==> config.mk <==
export PLATFORM = sky130hd
export DESIGN_NAME = ivt_timer
export DESIGN_NICKNAME = d
export VERILOG_FILES = /design/src/rtl/ivt_pkg.sv /design/src/rtl/ivt_reload.sv /design/src/rtl/ivt_csr.sv /design/src/rtl/ivt_count_fsm.sv /design/src/rtl/ivt_timer.sv
export SDC_FILE = /design/constraint.sdc
export NUM_CORES = 1
export LEC_CHECK = 0
export BUFFER_PORTS_ARGS = -buffer_cell sky130_fd_sc_hd__buf_2
export CORE_MARGIN = 3
export CORE_UTILIZATION = 55
export DETAILED_ROUTE_END_ITERATION = 16
export GPL_TIMING_DRIVEN = 0
export HOLD_SLACK_MARGIN = 0.03
export PLACE_DENSITY_LB_ADDON = 0.1
export SKIP_LAST_GASP = 1
export SYNTH_ARGS = -nofsm -noshare
export SYNTH_HDL_FRONTEND = slang
export SYNTH_SLANG_ARGS = --single-unit
==> constraint.sdc <==
create_clock -name clk -period 3.6 [get_ports clk]
set_clock_uncertainty 0.15 [all_clocks]
set_input_delay 0 -clock clk [delete_from_list [all_inputs] [get_ports clk]]
set_output_delay 0 -clock clk [all_outputs]
set_load 0.1 [all_outputs]
==> src/rtl/ivt_pkg.sv <==
package ivt_pkg;

    // Register byte addresses (reload and count bytes follow the status byte)
    localparam int unsigned ADR_CSR = 0;
    localparam int unsigned ADR_RLD = 1;

    // Control/status bit positions
    localparam int unsigned CSR_RESTART = 0;
    localparam int unsigned CSR_TC      = 1;
    localparam int unsigned CSR_IE      = 2;
    localparam int unsigned CSR_FRZEN   = 3;

    typedef enum logic [1:0] {
        ST_DOWN   = 2'd0,
        ST_ZERO   = 2'd1,
        ST_RELOAD = 2'd2
    } cnt_state_e;

endpackage

==> src/rtl/ivt_reload.sv <==
module ivt_reload #(
    parameter int unsigned CNT_W  = 16,
    parameter int unsigned DATA_W = 8,
    parameter int unsigned ADDR_W = 3
) (
    input  logic              clk,
    input  logic              rst_n,
    input  logic              wr_en,
    input  logic [ADDR_W-1:0] wr_addr,
    input  logic [DATA_W-1:0] wr_data,
    output logic [CNT_W-1:0]  reload
);
    import ivt_pkg::*;

    localparam int unsigned NBYTES = CNT_W / DATA_W;

    for (genvar b = 0; b < NBYTES; b++) begin : g_byte
        logic [DATA_W-1:0] byte_q;
        always_ff @(posedge clk or negedge rst_n) begin
            if (!rst_n) begin
                byte_q <= '1;
            end else if (wr_en && wr_addr == ADDR_W'(ADR_RLD + b)) begin
                byte_q <= wr_data;
            end
        end
        assign reload[b*DATA_W +: DATA_W] = byte_q;
    end

endmodule

==> src/rtl/ivt_csr.sv <==
module ivt_csr #(
    parameter int unsigned DATA_W = 8,
    parameter int unsigned ADDR_W = 3
) (
    input  logic              clk,
    input  logic              rst_n,
    input  logic              wr_en,
    input  logic [ADDR_W-1:0] wr_addr,
    input  logic [DATA_W-1:0] wr_data,
    input  logic              rd_en,
    input  logic [ADDR_W-1:0] rd_addr,
    input  logic              freeze,
    input  logic              zero_evt,
    input  logic              pend,
    output logic              restart_req,
    output logic              ie,
    output logic              frz_en,
    output logic              tc,
    output logic [DATA_W-1:0] csr_byte
);
    import ivt_pkg::*;

    logic csr_wr;
    logic csr_rd_clr;

    assign csr_wr      = wr_en && (wr_addr == ADDR_W'(ADR_CSR));
    assign csr_rd_clr  = rd_en && (rd_addr == ADDR_W'(ADR_CSR)) && !freeze;
    assign restart_req = csr_wr && wr_data[CSR_RESTART];

    // Enable bits: plain read/write
    always_ff @(posedge clk or negedge rst_n) begin
        if (!rst_n) begin
            ie     <= 1'b0;
            frz_en <= 1'b0;
        end else if (csr_wr) begin
            ie     <= wr_data[CSR_IE];
            frz_en <= wr_data[CSR_FRZEN];
        end
    end

    // Sticky flag: a zero event wins over a clearing read in the same cycle
    always_ff @(posedge clk or negedge rst_n) begin
        if (!rst_n) begin
            tc <= 1'b0;
        end else if (zero_evt) begin
            tc <= 1'b1;
        end else if (csr_rd_clr) begin
            tc <= 1'b0;
        end
    end

    always_comb begin
        csr_byte              = '0;
        csr_byte[CSR_RESTART] = pend;
        csr_byte[CSR_TC]      = tc;
        csr_byte[CSR_IE]      = ie;
        csr_byte[CSR_FRZEN]   = frz_en;
    end

endmodule

==> src/rtl/ivt_count_fsm.sv <==
module ivt_count_fsm #(
    parameter int unsigned CNT_W = 16
) (
    input  logic             clk,
    input  logic             rst_n,
    input  logic             tick_eff,
    input  logic             restart_req,
    input  logic [CNT_W-1:0] reload,
    output logic [CNT_W-1:0] cnt,
    output logic             pend,
    output logic             zero_evt
);
    import ivt_pkg::*;

    cnt_state_e state_q, state_d;
    logic       do_load;
    logic       do_dec;

    always_ff @(posedge clk or negedge rst_n) begin
        if (!rst_n) begin
            state_q <= ST_DOWN;
        end else begin
            state_q <= state_d;
        end
    end

    always_comb begin
        state_d  = state_q;
        do_load  = 1'b0;
        do_dec   = 1'b0;
        zero_evt = 1'b0;
        unique case (state_q)
            ST_DOWN: begin
                if (tick_eff) begin
                    do_dec = 1'b1;
                    if (cnt == CNT_W'(1)) begin
                        zero_evt = 1'b1;
                        state_d  = ST_ZERO;
                    end
                end
            end
            ST_ZERO, ST_RELOAD: begin
                if (tick_eff) begin
                    do_load = 1'b1;
                    if (reload == '0) begin
                        zero_evt = 1'b1;
                        state_d  = ST_ZERO;
                    end else begin
                        state_d  = ST_DOWN;
                    end
                end
            end
            default: state_d = ST_DOWN;
        endcase
        if (restart_req) begin
            state_d = ST_RELOAD;
        end
    end

    always_ff @(posedge clk or negedge rst_n) begin
        if (!rst_n) begin
            cnt <= '1;
        end else if (do_load) begin
            cnt <= reload;
        end else if (do_dec) begin
            cnt <= cnt - CNT_W'(1);
        end
    end

    assign pend = (state_q == ST_RELOAD);

endmodule

==> src/rtl/ivt_timer.sv <==
module ivt_timer #(
    parameter int unsigned CNT_W  = 16,
    parameter int unsigned DATA_W = 8,
    parameter int unsigned ADDR_W = 3
) (
    input  logic              clk,
    input  logic              rst_n,
    input  logic              wr_en,
    input  logic [ADDR_W-1:0] wr_addr,
    input  logic [DATA_W-1:0] wr_data,
    input  logic              rd_en,
    input  logic [ADDR_W-1:0] rd_addr,
    output logic [DATA_W-1:0] rd_data,
    input  logic              tick,
    input  logic              freeze,
    output logic              irq
);
    import ivt_pkg::*;

    localparam int unsigned NBYTES  = CNT_W / DATA_W;
    localparam int unsigned ADR_CNT = ADR_RLD + NBYTES;

    logic [CNT_W-1:0]  reload_w;
    logic [CNT_W-1:0]  cnt_w;
    logic [DATA_W-1:0] csr_byte_w;
    logic              tc_w, ie_w, frzen_w, pend_w;
    logic              restart_req_w, zero_evt_w, tick_eff_w;

    assign tick_eff_w = tick && !(frzen_w && freeze);

    ivt_reload #(.CNT_W(CNT_W), .DATA_W(DATA_W), .ADDR_W(ADDR_W)) u_reload (
        .clk     (clk),
        .rst_n   (rst_n),
        .wr_en   (wr_en),
        .wr_addr (wr_addr),
        .wr_data (wr_data),
        .reload  (reload_w)
    );

    ivt_csr #(.DATA_W(DATA_W), .ADDR_W(ADDR_W)) u_csr (
        .clk         (clk),
        .rst_n       (rst_n),
        .wr_en       (wr_en),
        .wr_addr     (wr_addr),
        .wr_data     (wr_data),
        .rd_en       (rd_en),
        .rd_addr     (rd_addr),
        .freeze      (freeze),
        .zero_evt    (zero_evt_w),
        .pend        (pend_w),
        .restart_req (restart_req_w),
        .ie          (ie_w),
        .frz_en      (frzen_w),
        .tc          (tc_w),
        .csr_byte    (csr_byte_w)
    );

    ivt_count_fsm #(.CNT_W(CNT_W)) u_fsm (
        .clk         (clk),
        .rst_n       (rst_n),
        .tick_eff    (tick_eff_w),
        .restart_req (restart_req_w),
        .reload      (reload_w),
        .cnt         (cnt_w),
        .pend        (pend_w),
        .zero_evt    (zero_evt_w)
    );

    always_comb begin
        rd_data = '0;
        if (rd_addr == ADDR_W'(ADR_CSR)) begin
            rd_data = csr_byte_w;
        end
        for (int b = 0; b < NBYTES; b++) begin
            if (rd_addr == ADDR_W'(ADR_RLD + b)) begin
                rd_data = reload_w[b*DATA_W +: DATA_W];
            end
            if (rd_addr == ADDR_W'(ADR_CNT + b)) begin
                rd_data = cnt_w[b*DATA_W +: DATA_W];
            end
        end
    end

    assign irq = tc_w && ie_w;

endmodule

==> flow_summary_export.csv, run 1 <==
group,metric,value,unit
sta,min_period_over_period,63.8,%
worst_setup_path,crit_required,3.68,ns
worst_setup_path,criticalPathCategory,"flop to flop",
flow_run,cap_viol_max_count,0,
final_layout,n_antenna_cell,0,
clock_network,insertion_delay,0.30,ns
clock_network,cts_tree,"done",
hold_path,hp-class,"primary input to flop",
floorplan,die_y,71.9,um
clock_network,cts.path.max_buffers,2,
worst_setup_path,crit_fanout,9,
floorplan,die_w,71.9,um
sta,final.min_clock_period,2.30,ns
pwr,p_total,2.28,mW
global_route,grt_use_met3,4.63,%
global_route,use_met1,36.6,%
logic_synthesis,async_flop_share,100,%
detailed_routing,drc,0,
worst_setup_path,worstPathArrival,2.37,ns
placed_design,globalplace.congestion,0.955,
worst_setup_path,critPathLaunch,"u_fsm.state_q[0]",
pwr,p_leak,1.13,nW
logic_synthesis,synthCells,247,
worst_setup_path,timing.rr.end,"u_csr.tc",
sta,timing_hold_violations_final,0,
floorplan,pin_count,29,
sta,relSlewSlack,46.5,%
global_route,grtUsageMet2,43.2,%
sta,tns,0,ns
global_route,grt_overflow_total,0,
sta,tightest_slew,0.802,ns
final_layout,num-nets-final,322,
worst_setup_path,crit_path_start_kind,"flop",
logic_synthesis,yosysMostFrequentCell,"dfstp_2",
logic_synthesis,synth_edf_count,0,
global_route,grtUsageTotal,26.6,%
worst_setup_path,critPathMaxStageDelay,0.49,ns
logic_synthesis,synthTopCellsByCount,"dfstp_2 (32), mux2_2 (18), nand2_1 (17), a21oi_1 (16), o22ai_1 (16)",
worst_setup_path,endpoint_kind,"flop",
global_route,busiest_layer,"met2",
worst_setup_path,worstPathCellList,"inv_1 -> ha_1 -> clkbuf_1 -> inv_1 -> nor4_1 -> o21bai_1 -> a22o_1",
sta,setup_viol,0,
hold_path,min_to,"u_fsm.state_q[1]",
clock_network,post_cts_buffers,0,
logic_synthesis,synth.top_cell.area_share,35.3,%
floorplan,initial_core_util,58.4,%
global_route,grt_pass1_wl,10400,um
detailed_routing,viasPerCell,6.22,
logic_synthesis,syn_area,2380,um2
sta,timing.hold.ws,0.0602,ns
global_route,antenna_found_initial,0,
floorplan,rows,23,
detailed_routing,detail-route-antenna-nets,0,
pwr,p_per_area,795,nW/um2
global_route,grt_pass1_vias,2085,
logic_synthesis,ys_types,42,
logic_synthesis,ys_warn_count,0,
logic_synthesis,synthTopCellsByArea,"dfstp_2 (35%), mux2_2 (8.5%), mux2i_1 (5.9%)",
worst_setup_path,crit_family,"buffers and inverters",
clock_network,cts.clk_slew.worst_paths,0.07,ns
final_layout,finish.utilization,70.1,%
clock_network,numCtsBuffers,5,
placed_design,hpwl,4650,um
run_status,status,"completed",
worst_setup_path,crit-reg2reg-launch,"u_fsm.state_q[0]",
clock_network,post_cts_resized,0,
final_layout,finalInstanceArea,2870,um2
logic_synthesis,ys_ff_latch,37,
global_route,grt_max_degree,38,
logic_synthesis,ys_seq_area_share,40.5,%
worst_setup_path,r2r_setup_slack,1.30,ns
detailed_routing,drt_iter0_markers,177,
worst_setup_path,critical_path.most_common_cell,"inv_1",
logic_synthesis,syn_nets,273,
floorplan,die-area,5160,um2
sta,rsz0062_at_grt,"false",
hold_path,hp-start,"wr_en",
detailed_routing,drt-total-wl,6380,um
clock_network,cts.htree.levels,2,
placed_design,port_buffers,28,
detailed_routing,firstDrtPassIters,5,
placed_design,placed_area,2590,um2
clock_network,clock-sinks,37,
pwr,peakVddDrop,0.365,mV
detailed_routing,wl_per_cell,18.4,um
logic_synthesis,ys.flop_type,"dfstp_2",
clock_network,root_buffer,"clkbuf_8",
final_layout,area_growth,20.1,%
hold_path,min_path_cells,4,
clock_network,hold_buffers,14,
logic_synthesis,avgSynthCellArea,9.66,um2
detailed_routing,routed-via-count,2159,
final_layout,drive_gt1_share,31.6,%
sta,fmax,435,MHz
worst_setup_path,cp_num_buf_inv,3,
sta,drv_slew,0,
floorplan,core-area,4090,um2
worst_setup_path,slowest_stage,"nor4_1",
worst_setup_path,ff2ff_path_depth,7,
logic_synthesis,yosysTopAreaCell,"dfstp_2",
[layout make-up]
type                            count  area, um2
Fill cell                         323       1220
Sequential cell                    37        966
Multi-Input combinational cell    190       1340
Clock buffer                        5       68.8
Buffer                             15       56.3
Timing Repair Buffer               42        280
Tap cell                           50       62.6
Inverter                            5       18.8
Clock inverter                      3       68.8
[cell usage in the layout (no fill, tap or decap), drive strengths merged, types with 3 or more instances in the layout]
cell type / netlist / routed
dfstp: 32 / 32
buf: 0 / 28
clkbuf: 15 / 20
mux2: 19 / 19
nand2: 17 / 17
o22ai: 16 / 16
a21oi: 16 / 16
nor2: 16 / 16
mux2i: 14 / 14
dlygate4sd3: 0 / 14
o21ai: 13 / 13
a22oi: 12 / 12
nor3: 9 / 9
nor4: 6 / 6
ha: 6 / 6
inv: 5 / 6
nor2b: 5 / 5
nand3: 5 / 5
dfrtp: 5 / 5
a31oi: 4 / 4
or4: 4 / 4
nand4: 4 / 4
nand2b: 3 / 3
and2: 3 / 3
nor3b: 3 / 3
[worst max-delay path by stage]
stage / endpoint / slack [ns] / depth (start not counted)
finish: u_csr.tc / 1.30 / 7
global route: u_csr.tc / 1.12 / 7
CTS: u_csr.tc / 1.29 / 7
detailed placement: u_csr.tc / 1.32 / 7
global placement: u_csr.tc / 1.35 / 7
floorplan: rd_data[0] / 1.14 / 6
[cell families (layout without fill, tap and decap cells)]
kind of cell / Yosys count / count (layout) / synth area share (%)
adder cells (fa/ha/maj): 6 / 6 / 3.15
multiplexers: 33 / 33 / 15.0
buffers and inverters: 20 / 70 / 3.15
flip-flops: 37 / 37 / 40.5
AND/OR/NAND/NOR: 85 / 85 / 21.2
AO/OA/AOI/OAI: 66 / 66 / 16.9
[layer usage]
metal	share of wire (%)	up-vias
li1	-	1019
met1	43	1031
met2	48	97
met3	6.8	12
met4	1.5	0
met5	0	-
[tightest hold or removal path: stages]
cell     delay, ns
buf_2         0.10
nor4b_1       0.17
nand2_1       0.11
o21ai_1       0.08
[flip-flops by register name, indices dropped and copies added, names as in the netlist]
signal and flops:
u_fsm.state_q 2, u_csr.tc 1, u_reload.g_byte.byte_q 16, u_fsm.cnt 16, u_csr.ie 1, u_csr.frz_en 1
[through the flow]
step / setup slack (ns) / std cells
floorplan: 1.14 / 247
global placement: 1.35 / 325
CTS: 1.29 / 347
detailed placement: 1.32 / 325
finish: 1.30 / 347
global route: 1.12 / 347
[where the power goes]
group | internal, mW | total [mW] | switching (mW)
registers | 0.646 | 0.868 | 0.221
clock network | 0.279 | 0.440 | 0.161
logic | 0.366 | 0.971 | 0.605
Power figures use the tool's default switching activity.
==> run 2, diff against run 1 <==
Clock period 3.6 ns to 2.3 ns, I/O delays scaled along.
==> run 2 against run 1 <==
Compared with the run above:
- first-iteration DRC count up 6.2%
- via count shrank 1.3%
- count of clock-buffer cells in the layout unchanged
- hold slack worse by 0.0015 ns
- critical endpoint is now u_fsm.state_q[0]
- global-route usage grew 0.087 points
- critical path type unchanged
==> flow_summary_export.csv, run 2 (synthesis gave the netlist of run 1 again) <==
group,metric,value,unit
run_status,status,"completed",
floorplan,die_y,71.9,um
detailed_routing,routed-via-count,2130,
final_layout,layout_commonest_cell,"dfstp_2",
floorplan,core-area,4090,um2
worst_setup_path,crit_path_start_kind,"flop",
sta,final.min_clock_period,2.17,ns
clock_network,clock-sinks,37,
sta,drv_slew,0,
hold_path,hp-start,"wr_en",
detailed_routing,drt_iter0_markers,188,
floorplan,initial_core_util,58.4,%
sta,fmax,461,MHz
final_layout,top_regs,"u_fsm.cnt x16, u_reload.g_byte.byte_q x16, u_fsm.state_q x2",
global_route,grt_pass1_wl,10700,um
hold_path,hp-class,"primary input to flop",
global_route,grt_max_degree,38,
detailed_routing,firstDrtPassIters,4,
clock_network,cts_tree,"done",
final_layout,num-nets-final,321,
worst_setup_path,timing.rr.end,"u_fsm.state_q[0]",
placed_design,globalplace.congestion,0.954,
hold_path,min_path_cells,4,
sta,relSlewSlack,47.7,%
pwr,seqPwrFrac,39.4,%
sta,min_period_over_period,94.3,%
global_route,grtUsageTotal,26.7,%
flow_run,cap_viol_max_count,0,
sta,timing_hold_violations_final,0,
pwr,combinationalPowerShare,44.1,%
global_route,grt_overflow_total,0,
sta,tightest_slew,0.785,ns
detailed_routing,viasPerCell,6.16,
global_route,grt_pass1_vias,2156,
floorplan,pin_count,29,
detailed_routing,detail-route-antenna-nets,0,
worst_setup_path,crit_fanout,10,
pwr,power_frac_clock,16.5,%
detailed_routing,drc,0,
final_layout,drive_gt1_share,33.8,%
clock_network,insertion_delay,0.30,ns
detailed_routing,wl_per_cell,18.1,um
final_layout,stdcell_count,346,
worst_setup_path,worstPathArrival,2.24,ns
detailed_routing,drt-total-wl,6280,um
pwr,power.internal,1.93,mW
worst_setup_path,crit_required,2.38,ns
sta,setup_viol,0,
pwr,power.switching,1.56,mW
worst_setup_path,r2r_setup_slack,0.13,ns
clock_network,cts.clk_slew.worst_paths,0.08,ns
worst_setup_path,criticalPathCategory,"flop to flop",
floorplan,rows,23,
pwr,p_leak,1.13,nW
placed_design,placedCellCount,325,
worst_setup_path,crit-reg2reg-launch,"u_fsm.cnt[10]",
placed_design,hpwl,4530,um
global_route,antenna_found_initial,0,
clock_network,cts.htree.levels,2,
pwr,swShare,44.8,%
pwr,peakVddDrop,0.545,mV
clock_network,numCtsBuffers,5,
sta,tns,0,ns
floorplan,die-area,5160,um2
clock_network,cts.path.max_buffers,2,
final_layout,n_antenna_cell,0,
clock_network,root_buffer,"clkbuf_8",
final_layout,layout_common_cells,"dfstp_2 (32), buf_2 (28), mux2_2 (18), nand2_1 (17), a21oi_1 (16)",
worst_setup_path,endpoint_kind,"flop",
final_layout,area_growth,20.1,%
placed_design,port_buffers,28,
sta,rsz0062_at_grt,"true",
floorplan,die_w,71.9,um
hold_path,min_to,"u_fsm.state_q[1]",
worst_setup_path,ff2ff_path_depth,6,
pwr,p_per_area,1220,nW/um2
final_layout,n_fill_cell,313,
## run 2: changes by cell type in the layout (fill, tap and decap cells not counted), sizes merged
cell,previous run,this run
inv,6,5
clkbuf,20,19
bufinv,2,1
clkinv,0,1
clkinvlp,0,1
## run 2: layout make-up
cell class	count	area [um2]	area share, %
well taps	50	62.6	2.18
plain buffers	14	55.1	1.92
multi-input cells	190	1370	47.7
clock buffers	5	68.8	2.40
clock inverters	3	46.3	1.62
inverters	5	18.8	0.655
flip-flops and latches	37	966	33.7
repair buffers	42	280	9.78
## run 2: stage by stage
step / total power, mW / util, % / setup WS [ns] / instance area (um2) / hold WS (ns)
after detailed placement: 2.84 / 63.5 / 0.0761 / 2590 / -0.0271
after global routing: 3.75 / 70.1 / -0.0184 / 2870 / 0.0702
after floorplan: 2.44 / - / -0.157 / 2390 / -0.446
final: 3.49 / 70.1 / 0.131 / 2870 / 0.0587
after global placement: 2.81 / 63.5 / 0.0790 / 2590 / -0.0208
after CTS: 3.43 / 69.7 / 0.0474 / 2850 / 0.0555
## run 2: power groups by stage
stage / Combinational [mW] / Sequential, mW / Clock, mW
finish: 1.54 / 1.37 / 0.576
global route: 1.72 / 1.41 / 0.616
CTS: 1.50 / 1.35 / 0.583
detailed placement: 1.48 / 1.36 / 0
global placement: 1.45 / 1.36 / 0
floorplan: 1.21 / 1.23 / 0
## run 2: how the worst max path moves through the flow
stage / from / endpoint / slack (ns) / cells after the start
finish: u_fsm.cnt[10] / u_fsm.state_q[0] / 0.13 / 6
floorplan: rd_addr[0] / rd_data[1] / -0.16 / 4
global placement: u_fsm.state_q[0] / u_csr.tc / 0.08 / 7
global route: u_fsm.state_q[0] / u_fsm.cnt[15] / -0.02 / 7
detailed placement: u_fsm.state_q[0] / u_csr.tc / 0.08 / 7
CTS: u_fsm.state_q[0] / u_csr.tc / 0.05 / 7
## run 2: routing by layer
metal | share of wire [%] | global-route usage (%)
met3 | 6.2 | 5.47
met4 | 2.1 | 10.6
met2 | 47 | 42.0
met1 | 45 | 36.1
met5 | 0 | 0
## run 2: critical path, cell delays in order, from the launching register on
cell and delay [ns]:
dfstp_2 0.36, clkbuf_1 0.20, or4_4 0.50, nor4b_4 0.24, nand4_2 0.19, mux2_4 0.34, a21boi_2 0.11
## run 2: repair_timing
| action | 4_1_cts | 5_1_grt |
|---|---|---|
| hold endpoints to repair | 26 | 0 |
| setup buffers | 0 | 0 |
| gates resized for setup | 0 | 7 |
| hold buffers | 14 | 0 |
| endpoints found under the setup margin | 0 | 10 |
==> run 3, diff against run 2 <==
Settings changed: CORE_MARGIN 3 to 5.
==> run 3 against run 2 <==
Compared with the run above:
- first-iteration DRC count grew 9.6%
- combinational power about the same
- sequential share of layout area about the same
- critical endpoint is now u_fsm.cnt[15]
- largest power group unchanged
==> flow_summary_export.csv, run 3 (synthesis gave the netlist of run 1 again) <==
group,metric,value,unit
detailed_routing,viasPerCell,6.21,
worst_setup_path,worstPathArrival,2.23,ns
placed_design,hpwl,4620,um
clock_network,cts.htree.levels,2,
flow_run,cap_viol_max_count,0,
hold_path,min_to,"u_fsm.state_q[1]",
run_status,status,"completed",
final_layout,n_fill_cell,367,
pwr,peakVddDrop,0.631,mV
sta,rsz0062_at_grt,"true",
hold_path,min_path_cells,4,
clock_network,cts.clk_slew.worst_paths,0.08,ns
clock_network,cts_tree,"done",
floorplan,pin_count,29,
final_layout,area_growth,20.2,%
global_route,grtUsageTotal,24.2,%
floorplan,die_y,75.9,um
clock_network,numCtsBuffers,5,
clock_network,root_buffer,"clkbuf_8",
final_layout,top_regs,"u_fsm.cnt x16, u_reload.g_byte.byte_q x16, u_fsm.state_q x2",
worst_setup_path,cp_num_buf_inv,1,
detailed_routing,drc,0,
final_layout,num-nets-final,321,
placed_design,placed_area,2600,um2
worst_setup_path,ff2ff_path_depth,7,
floorplan,die_w,75.9,um
worst_setup_path,crit_fanout,6,
global_route,grt_pass1_vias,2051,
final_layout,drive_gt1_share,33.4,%
global_route,grt_max_degree,38,
hold_path,hp-class,"primary input to flop",
clock_network,cts.path.max_buffers,2,
worst_setup_path,critPathMaxStageDelay,0.47,ns
placed_design,placedCellCount,327,
pwr,swShare,44.5,%
detailed_routing,detail-route-antenna-nets,0,
final_layout,layout_commonest_cell,"dfstp_2",
sta,tightest_slew,0.808,ns
pwr,p_per_area,1210,nW/um2
sta,final.min_clock_period,2.17,ns
global_route,grt_pass1_wl,10500,um
sta,min_period_over_period,94.2,%
detailed_routing,wl_per_cell,18.3,um
final_layout,stdcell_count,348,
hold_path,hp-start,"wr_en",
floorplan,die-area,5750,um2
pwr,seqPwrFrac,39.2,%
pwr,power_frac_clock,16.5,%
detailed_routing,drt-total-wl,6360,um
global_route,grt_overflow_total,0,
worst_setup_path,crit_family,"simple AND/OR/NAND/NOR gates",
floorplan,rows,24,
sta,drv_slew,0,
sta,relSlewSlack,46.1,%
floorplan,core-area,4290,um2
sta,tns,0,ns
pwr,combinationalPowerShare,44.3,%
sta,setup_viol,0,
clock_network,post_cts_buffers,0,
worst_setup_path,crit-reg2reg-launch,"u_fsm.state_q[0]",
sta,timing.final.ws_setup,0.133,ns
detailed_routing,routed-via-count,2160,
sta,timing_hold_violations_final,0,
detailed_routing,firstDrtPassIters,5,
global_route,antenna_found_initial,0,
pwr,power.switching,1.54,mW
placed_design,globalplace.congestion,0.911,
pwr,p_leak,1.13,nW
placed_design,pre_cts_ws,-0.0231,ns
clock_network,clock-sinks,37,
sta,fmax,462,MHz
worst_setup_path,worstSetupPathDepth,7,
worst_setup_path,crit_path_start_kind,"flop",
worst_setup_path,r2r_setup_slack,0.13,ns
worst_setup_path,timing.rr.end,"u_fsm.cnt[15]",
clock_network,insertion_delay,0.30,ns
pwr,power.internal,1.92,mW
placed_design,port_buffers,28,
floorplan,initial_core_util,55.5,%
detailed_routing,drt_iter0_markers,206,
worst_setup_path,slowest_stage,"or4_1",
final_layout,layout_common_cells,"dfstp_2 (32), buf_2 (28), mux2_2 (18), nand2_1 (17), a21oi_1 (16)",
worst_setup_path,criticalPathCategory,"flop to flop",
worst_setup_path,worstPathCellList,"inv_1 -> ha_1 -> nor3b_2 -> nand4_1 -> or4_1 -> mux2i_1 -> a21oi_1",
worst_setup_path,endpoint_kind,"flop",
worst_setup_path,crit_required,2.36,ns
final_layout,finalInstanceArea,2870,um2
final_layout,n_antenna_cell,0,
run 3: area by class of cell:
cell class | instances | area, um2 | share of cell area [%]
inverters | 5 | 18.8 | 0.655
plain buffers | 14 | 53.8 | 1.88
repair buffers | 42 | 280 | 9.78
clock buffers | 5 | 68.8 | 2.40
flip-flops and latches | 37 | 966 | 33.7
well taps | 52 | 65.1 | 2.27
clock inverters | 3 | 46.3 | 1.62
multi-input cells | 190 | 1370 | 47.7
run 3: per-layer routing:
layer	global-route usage [%]	wire, um	vias up	part of all wire [%]
li1	-	-	1024	-
met1	33.9	2880	1034	45
met2	38.0	2960	89	47
met3	4.35	398	13	6.3
met4	7.38	125	0	2.0
met5	0	0	-	0
run 3: power groups by stage:
stage,Clock (mW),Sequential (mW),Combinational (mW)
detailed placement,0,1.34,1.49
global route,0.611,1.39,1.70
finish,0.572,1.36,1.54
global placement,0,1.34,1.46
floorplan,0,1.23,1.21
CTS,0.582,1.34,1.51
run 3: worst min-delay path, cell delays in order:
cell and delay [ns]:
buf_2 0.10, nor4b_1 0.17, nand2_1 0.12, o21ai_1 0.08
run 3: how the worst max path moves through the flow:
stage | start | end | slack (ns)
floorplan | rd_addr[0] | rd_data[1] | -0.16
global placement | u_fsm.state_q[0] | u_csr.tc | -0.009
detailed placement | u_fsm.state_q[0] | u_csr.tc | -0.02
CTS | u_fsm.state_q[0] | u_fsm.cnt[15] | 0.009
global route | u_fsm.state_q[0] | u_fsm.cnt[8] | -0.03
finish | u_fsm.state_q[0] | u_fsm.cnt[15] | 0.13
run 3: timing repair:
| item | in CTS | in global routing |
|---|---|---|
| hold buffers | 14 | 0 |
| setup endpoints to repair | 2 | 8 |
| hold endpoints to repair | 26 | 0 |
| gates cloned | 0 | 0 |
| resized for setup | 1 | 4 |
run 3: through the flow:
step / util [%] / hold WS, ns / power (mW)
CTS: 66.6 / 0.0579 / 3.43
finish: 66.8 / 0.0733 / 3.47
detailed placement: 60.5 / -0.0198 / 2.83
global placement: 60.5 / -0.00874 / 2.80
floorplan: - / -0.446 / 2.44
global route: 66.8 / 0.0904 / 3.70
